$ cat config.mk
export PLATFORM = sky130hd
export DESIGN_NAME = scan_fetch_agen
export DESIGN_NICKNAME = d
export VERILOG_FILES = /design/src/rtl/scan_fetch_agen.sv
export SDC_FILE = /design/constraint.sdc
export NUM_CORES = 1
export LEC_CHECK = 0
export BUFFER_PORTS_ARGS = -buffer_cell sky130_fd_sc_hd__buf_4
export CAP_MARGIN = 30
export CORE_AREA = 2 2 198 161
export DETAILED_ROUTE_END_ITERATION = 7
export DIE_AREA = 0 0 200 163
export PLACE_DENSITY = 0.53
export SLEW_MARGIN = 30
export SYNTH_ARGS = -nofsm -noshare
export SYNTH_HDL_FRONTEND = slang
export SYNTH_SLANG_ARGS = --single-unit
$ cat constraint.sdc
create_clock -name clk -period 11.76 [get_ports clk]
set_input_delay 1.176 -clock clk [delete_from_list [all_inputs] [get_ports clk]]
set_output_delay 1.176 -clock clk [all_outputs]
set_load 0.02 [all_outputs]
$ cat src/rtl/scan_fetch_agen.sv
module scan_fetch_agen #(
  parameter int AW        = 32,
  parameter int LBW       = 16,
  parameter int MAX_LINES = 4096,
  parameter int BURST_MAX = 16,
  parameter int OUT_MAX   = 16
) (
  input  logic          clk,
  input  logic          rst_n,
  input  logic          cfg_we,
  input  logic [2:0]    cfg_sel,
  input  logic [AW-1:0] cfg_data,
  input  logic          frame_start,
  input  logic          rd_ready,
  input  logic          rd_done,
  output logic          rd_valid,
  output logic [AW-1:0] rd_addr,
  output logic [4:0]    rd_beats
);
  localparam int BTW = LBW - 3;
  localparam int LCW = $clog2(MAX_LINES);
  localparam int OLW = $clog2(OUT_MAX);
  localparam int OCW = $clog2(OUT_MAX + 1);

  logic [AW-1:0]  base_q, pitch_q, addr_q, lbase_q;
  logic [BTW-1:0] beats_q, left_q;
  logic [LCW-1:0] lines_q, line_q;
  logic [4:0]     cap_q;
  logic [OCW-1:0] lim_q, outst_q;
  logic           active_q;

  wire [4:0]     cap_f   = cfg_data[4:0];
  wire [BTW-1:0] cap_ext = BTW'(cap_q);
  wire [BTW-1:0] burst   = (left_q < cap_ext) ? left_q : cap_ext;
  wire           last    = (left_q == burst);
  wire           hs      = rd_valid && rd_ready;
  wire [AW-1:0]  next_ln = lbase_q + pitch_q;

  assign rd_valid = active_q && (outst_q < lim_q);
  assign rd_addr  = addr_q;
  assign rd_beats = burst[4:0];

  always_ff @(posedge clk) begin
    if (!rst_n) begin
      base_q  <= '0;
      pitch_q <= '0;
      beats_q <= '0;
      lines_q <= '0;
      cap_q   <= 5'(BURST_MAX);
      lim_q   <= OCW'(OUT_MAX);
    end else if (cfg_we) begin
      case (cfg_sel)
        3'd0: base_q  <= cfg_data;
        3'd1: beats_q <= cfg_data[LBW-1:3];
        3'd2: pitch_q <= cfg_data;
        3'd3: lines_q <= (cfg_data > AW'(MAX_LINES - 2)) ? LCW'(MAX_LINES - 2)
                                                        : cfg_data[LCW-1:0];
        3'd4: begin
          cap_q <= (cap_f == 5'd0 || cap_f > 5'(BURST_MAX)) ? 5'(BURST_MAX) : cap_f;
          lim_q <= OCW'(cfg_data[8 +: OLW]) + OCW'(1);
        end
        default: ;
      endcase
    end
  end

  always_ff @(posedge clk) begin
    if (!rst_n) begin
      active_q <= 1'b0;
      addr_q   <= '0;
      lbase_q  <= '0;
      left_q   <= '0;
      line_q   <= '0;
    end else if (frame_start) begin
      active_q <= (beats_q != '0);
      addr_q   <= base_q;
      lbase_q  <= base_q;
      left_q   <= beats_q;
      line_q   <= '0;
    end else if (hs) begin
      if (!last) begin
        addr_q <= addr_q + (AW'(burst) << 3);
        left_q <= left_q - burst;
      end else if (line_q == lines_q) begin
        active_q <= 1'b0;
      end else begin
        line_q  <= line_q + LCW'(1);
        lbase_q <= next_ln;
        addr_q  <= next_ln;
        left_q  <= beats_q;
      end
    end
  end

  always_ff @(posedge clk) begin
    if (!rst_n)
      outst_q <= '0;
    else if (hs && !rd_done)
      outst_q <= outst_q + OCW'(1);
    else if (!hs && rd_done && outst_q != '0)
      outst_q <= outst_q - OCW'(1);
  end

  a_r1_idle_after_reset: assert property (@(posedge clk) disable iff (!rst_n)
    $rose(rst_n) |-> !rd_valid && outst_q == '0);

  a_r7_burst_range: assert property (@(posedge clk) disable iff (!rst_n)
    rd_valid |-> rd_beats != 5'd0 && rd_beats <= 5'(BURST_MAX));

  a_r8_outst_bounded: assert property (@(posedge clk) disable iff (!rst_n)
    (hs && !cfg_we) |=> outst_q <= lim_q);

  a_r9_hold_request: assert property (@(posedge clk) disable iff (!rst_n)
    (rd_valid && !rd_ready && !frame_start && !cfg_we)
      |=> rd_valid && $stable(rd_addr) && $stable(rd_beats));
endmodule

## Word level (Yosys, flattened, before mapping)

Cells that the tools add are included.

| cells by class | value |
|---|---|
| add/subtract/negate cells | 7 |
| $mul | 0 |
| div/mod/pow operators | 0 |
| order comparisons | 4 |
| eq/ne operators | 8 |
| shift operators | 0 |
| muxes and demuxes | 20 |
| bitwise operators | 2 |
| reduce and logical (&&, ||, !) cells | 26 |

Operators with widths:

| kind | count |
|---|---|
| two-way mux 32 bit | 7 |
| two-way mux 13 bit | 5 |
| adder 32 x 16 -> 32 bit | 1 |
| adder 32 bit | 1 |
| greater-than comparator 32 x 12 -> 1 bit (second input constant) | 1 |
| two-way mux 5 bit | 3 |
| equality test 13 bit | 1 |
| < comparator 13 x 5 -> 1 bit | 1 |
| nonzero test 13 bit | 1 |
| subtractor 13 bit | 1 |
| adder 12 x 1 -> 12 bit (second input constant) | 1 |
| equality test 12 bit | 1 |
| two-way mux 12 bit | 1 |
| AND reduction 2 bit | 6 |
| AND reduction 3 bit | 3 |
| nonzero test 2 bit | 4 |
| equality test 3 x 2 -> 1 bit (second input constant) | 2 |
| adder 4 x 1 -> 5 bit (second input constant) | 1 |
| adder 5 x 1 -> 5 bit (second input constant) | 1 |
| greater-than comparator 5 bit (second input constant) | 1 |
| logical AND 1 bit | 5 |
| zero test 5 bit | 1 |
| < comparator 5 bit | 1 |
| nonzero test 5 bit | 1 |
| 11 further kinds | 16 |

| storage, ports and cells | value |
|---|---|
| register bits | 194 |
| latch bits | 0 |
| RAM bits | 0 |
| ROM bits | 0 |
| input port bits | 41 |
| output and inout bits | 38 |
| memories kept | 0 |

## Logic depth before layout (Yosys ltp)

| logic depth | value |
|---|---|
| depth in word-level cells | 8 |
| gate-level depth with buffers | 20 |

## Least setup slack after synthesis

Ideal clock, no wire load.

| path | value |
|---|---|
| path kind | register to register |
| start point | reg left_q[1] |
| end point | reg addr_q[23] (netlist: rd_addr[23]) |
| setup time | 118 ps |
| arrival time | 3979 ps |
| data required time | 11642 ps |
| path slack | 7663 ps |
| stages on the path, launching flop included | 20 |
| path buffers | 1 |
| period minus slack after synthesis | 4097 ps |
| cell sequence | dfxtp_1 ha_1 a21o_1 a21oi_1 nor2b_1 o21ai_0 nand4b_1 clkbuf_1 mux2_2 ha_1 inv_1 fa_1 nor2b_1 o21bai_1 a31oi_1 o2111ai_1 a211oi_1 and3_1 o21ai_0 o2111a_1 |

| on the way | value |
|---|---|
| longest elaborated chain between the ends | 6 |

RTL lines:

| what | RTL line | RTL |
|---|---|---|
| from (decl) | 26 | `logic [BTW-1:0] beats_q, left_q;` |
| from (signal assigned) | 78 | `left_q <= beats_q;` |
| from (signal assigned) | 83 | `left_q <= left_q - burst;` |
| from (signal assigned) | 90 | `left_q <= beats_q;` |
| < comparator 13 x 5 -> 1 bit (*) | 34 | `wire [BTW-1:0] burst = (left_q < cap_ext) ? left_q : cap_ext;` |
| two-way mux 13 bit (*) | 34 |  |
| net rd_beats[0] | 18 | `output logic [4:0] rd_beats` |
| adder 32 x 16 -> 32 bit or equality test 13 bit (tied branches) | 82, 35 |  |
| two-way mux 32 bit | 81 | `if (!last) begin` |
| two-way mux 32 bit | 80 | `end else if (hs) begin` |
| two-way mux 32 bit | 74 | `end else if (frame_start) begin` |
| to (signal assigned) | 76 | `addr_q <= base_q;` |
| to (signal assigned) | 82 | `addr_q <= addr_q + (AW'(burst) << 3);` |
| to (signal assigned) | 89 | `addr_q <= next_ln;` |
| to (decl) | 25 | `logic [AW-1:0] base_q, pitch_q, addr_q, lbase_q;` |

The timed path passes the listed nets; every way through them passes the cells marked *. The select of a mux whose other input is x is not followed.
A chain may end at the register's enable or synchronous reset.

## Final worst setup path

| path | value |
|---|---|
| start point | reg left_q[1] |
| end point | reg addr_q[23] (netlist: rd_addr[23]) |

| on the way | value |
|---|---|
| longest elaborated chain between the ends | 6 |

RTL lines:

| what | RTL line |
|---|---|
| < comparator 13 x 5 -> 1 bit | 34 |
| two-way mux 13 bit | 34 |
| adder 32 x 16 -> 32 bit or equality test 13 bit (tied branches) | 82, 35 |
| two-way mux 32 bit | 81 |
| two-way mux 32 bit | 80 |
| two-way mux 32 bit | 74 |

Several ways; a longest one is shown, not always the timed one. The select of a mux whose other input is x is not followed.

==> results.json <==
{
  "outcome": "finished, final reports clean",
  "core-area_um2": 30800,
  "p_leak_nw": 5.22,
  "final_nets": 1644,
  "clk_pin_slew_worst_paths_ps": 80,
  "end_kind": "flip-flop",
  "cts_setup_buffers": 0,
  "layout_worst_path_cycle_share_pct": 42.1,
  "cts_root_buf": "clkbuf_16",
  "avgRoutedWirePerCell_um": 21.1,
  "synthToLayoutAreaGrowth_pct": 12.6,
  "reg2reg_setup_slack_ps": 6810,
  "setup_viol": 0,
  "dr.pass1.iters": 5,
  "dpl_worst_slack_ps": 6910,
  "synth_warnings": 0,
  "fp.dieH_um": 163,
  "worst_clock_skew_ps": 19.0,
  "pwr-share-clk_pct": 30.1,
  "grt_pass1_wl_um": 63000,
  "cp_data_required_time_ps": 12100,
  "antenna_cells": 0,
  "final.setup.tns_ps": 0,
  "synth.top_cell.area_share_pct": 32.9,
  "gp_congestion": 0.920,
  "swShare_pct": 37.2,
  "vias": 11200,
  "grt_max_degree": 77,
  "max_slew_margin_pct": 36.9,
  "pin_count": 79,
  "dp_hpwl_um": 29600,
  "die_w_um": 200,
  "seq_area_frac_synth_pct": 32.9,
  "hold_path.class": "flip-flop to flip-flop",
  "start_kind": "flip-flop",
  "critPathKind": "flip-flop to flip-flop",
  "cts_tree": "yes",
  "num_rows": 58,
  "cap_violations": 0,
  "final_max_slew_viol_count": 0,
  "power_frac_comb_pct": 33.0,
  "grt_pass1_vias": 10000,
  "ant_nets": 0,
  "syn_inst": 1513,
  "drive_above_1_share_pct": 10.6,
  "max_freq_mhz": 202,
  "drc": 0,
  "numCtsBuffers": 17,
  "final.fill_count": 3125,
  "ys_seq_elements": 194,
  "initial_core_util_pct": 38.3,
  "htree_levels": 4,
  "antenna_found_initial": 0,
  "synth_cell_types": 86,
  "syn_area_um2": 11800,
  "grt_overflow": 0,
  "via_per_inst": 5.71,
  "ctsHoldBuffers": 0,
  "clock_sinks": 194,
  "synth_edf_count": 0,
  "seqCellArea_um2": 3880,
  "cp_max_fo": 9,
  "synthArstFlopShare_pct": 0,
  "grtUsageTotal_pct": 25.8,
  "hold_viol_final": 0,
  "synth.area.top_cells": "dfxtp_1 33%, nand2_1 9.0%, ha_1 6.6%",
  "period_minus_slack_ps": 4950,
  "multiInputGateArea_um2": 7480,
  "setup_slack_ps": 6810,
  "internal_power_mw": 1.29,
  "crit_arrival_ps": 5290,
  "yosys_most_used_dff": "dfxtp_1",
  "fp.dieArea_um2": 32600,
  "vdd_drop_max_v": 0.0000990,
  "rsz0062_at_grt": "false",
  "seq_power_share_pct": 36.9,
  "io_buffers": 78,
  "cts-resized-gates": 0,
  "powerDensity_nw_per_um2": 154,
  "worst_slew_pin_slew_ps": 944,
  "yosysTopAreaCell": "dfxtp_1",
  "cts_max_path_buffers": 2,
  "p_switching_mw": 0.763,
  "clkLatencyLatePin_ps": 460,
  "avgSynthCellArea_um2": 7.81,
  "drt_iter0_drc": 1004,
  "wl_um": 41500
}
-- cells in the mapped netlist (6+ instances only) --
cell,instances
nor4_1,11
o21a_1,11
o211ai_1,22
o211a_1,9
nand3_1,35
xor2_1,22
a21oi_1,135
or3_1,7
ha_1,62
nand2b_1,17
a31oi_1,16
o221a_2,12
nand4_1,20
a21boi_0,62
xnor2_1,45
nor3_1,27
o311ai_0,8
nor2_1,92
mux2i_1,13
a21o_1,23
buf_2,9
inv_1,37
buf_1,6
nor2b_1,14
dfxtp_1,194
o21ai_0,72
a41oi_1,9
o31ai_1,9
clkbuf_1,75
a211oi_1,13
nand2_1,282
and2_1,12
and3_1,25
-- metal layers --
layer	track usage, %	share of wire, %
met1	42.4	53
met2	33.9	39
met3	5.16	7.6
met4	4.18	0.61
met5	0	0
-- cell type report --
class | instances | area share, %
Tap cell | 420 | 3.95
Sequential cell | 194 | 29.2
Multi-Input combinational cell | 1196 | 56.2
Clock buffer | 18 | 3.23
Inverter | 38 | 1.07
Clock inverter | 13 | 1.24
Timing Repair Buffer | 90 | 5.08
-- stage by stage --
stage | instances | util (%) | instance area (um^2) | total power, mW | hold WS [ps]
CTS | 1969 | 43.1 | 13300 | 2.05 | 464
global placement | 1938 | 41.2 | 12700 | 1.43 | 447
detailed placement | 1938 | 41.2 | 12700 | 1.43 | 454
global route | 1969 | 43.1 | 13300 | 2.16 | 476
finish | 1969 | 43.1 | 13300 | 2.05 | 461
floorplan | 1520 | - | 11800 | 1.23 | 438
-- critical path: stages, from the launching register on --
cell and delay [ps]:
dfxtp_1 480, ha_1 290, a21o_1 160, a21oi_1 140, nor2b_1 50, o21ai_0 130
nand4b_1 440, mux2_2 420, ha_1 170, inv_1 60, fa_1 430, nor2b_1 180
o21bai_1 100, a31oi_1 230, o2111ai_1 270, a211oi_1 710, and3_1 250, o21ai_0 70
o2111a_1 250
-- final timing paths --
| kind | start | endpoint | cells past startpoint |
|---|---|---|---|
| worst max register to register | left_q[1] | rd_addr[23] | 18 |
| worst min register to register | base_q[15] | base_q[15] | 2 |
| worst max-delay path | left_q[1] | rd_addr[23] | 18 |
| worst min-delay path | base_q[15] | base_q[15] | 2 |
-- flip-flops by register name, indices dropped and copies added, names as in the netlist, 12 cells and up --
register  cells
pitch_q      32
left_q       13
rd_addr      32
line_q       12
lines_q      12
beats_q      13
base_q       32
lbase_q      32
-- logic make-up (layout without fill, tap and decap cells) --
group / count (synthesis) / in the layout / share of synthesized area (%)
and+or+nand+nor: 574 / 574 / 22.5
AOI/OAI and AO/OA: 463 / 463 / 26.6
DFF: 194 / 194 / 32.9
buffers and inverters: 130 / 159 / 4.30
xor gates and xnor gates: 67 / 67 / 4.96
adders and majority gates: 66 / 66 / 7.24
muxes: 18 / 18 / 1.58
other: 1 / 8 / 0.0317
-- cells in the final DEF (no fill, tap or decap), types with 7 or more instances in the layout --
master / instances
and3_1: 25
nor4_1: 11
clkbuf_16: 17
ha_1: 62
a21oi_1: 135
a211oi_1: 13
o21ai_0: 72
or3_1: 7
xnor2_1: 45
a21boi_0: 62
a21o_1: 23
nand2_1: 281
conb_1: 8
nand2b_1: 17
o311ai_0: 8
mux2i_1: 13
nor2_1: 90
a41oi_1: 9
o31ai_1: 9
inv_1: 37
o221a_2: 12
nor2b_1: 14
dfxtp_1: 194
a31oi_1: 16
nor3_1: 27
xor2_1: 22
o211ai_1: 22
and2_1: 11
inv_6: 7
nand4_1: 20
nand3_1: 35
o21a_1: 11
o211a_1: 9
buf_4: 90
-- power groups by stage --
stage	Sequential [mW]	Clock (mW)	Combinational, mW
after floorplan	0.768	0	0.462
after global placement	0.770	0	0.659
after detailed placement	0.770	0	0.662
after CTS	0.755	0.625	0.667
after global routing	0.764	0.650	0.743
final	0.756	0.617	0.676
Note: power is estimated with default switching activity, not from simulation.
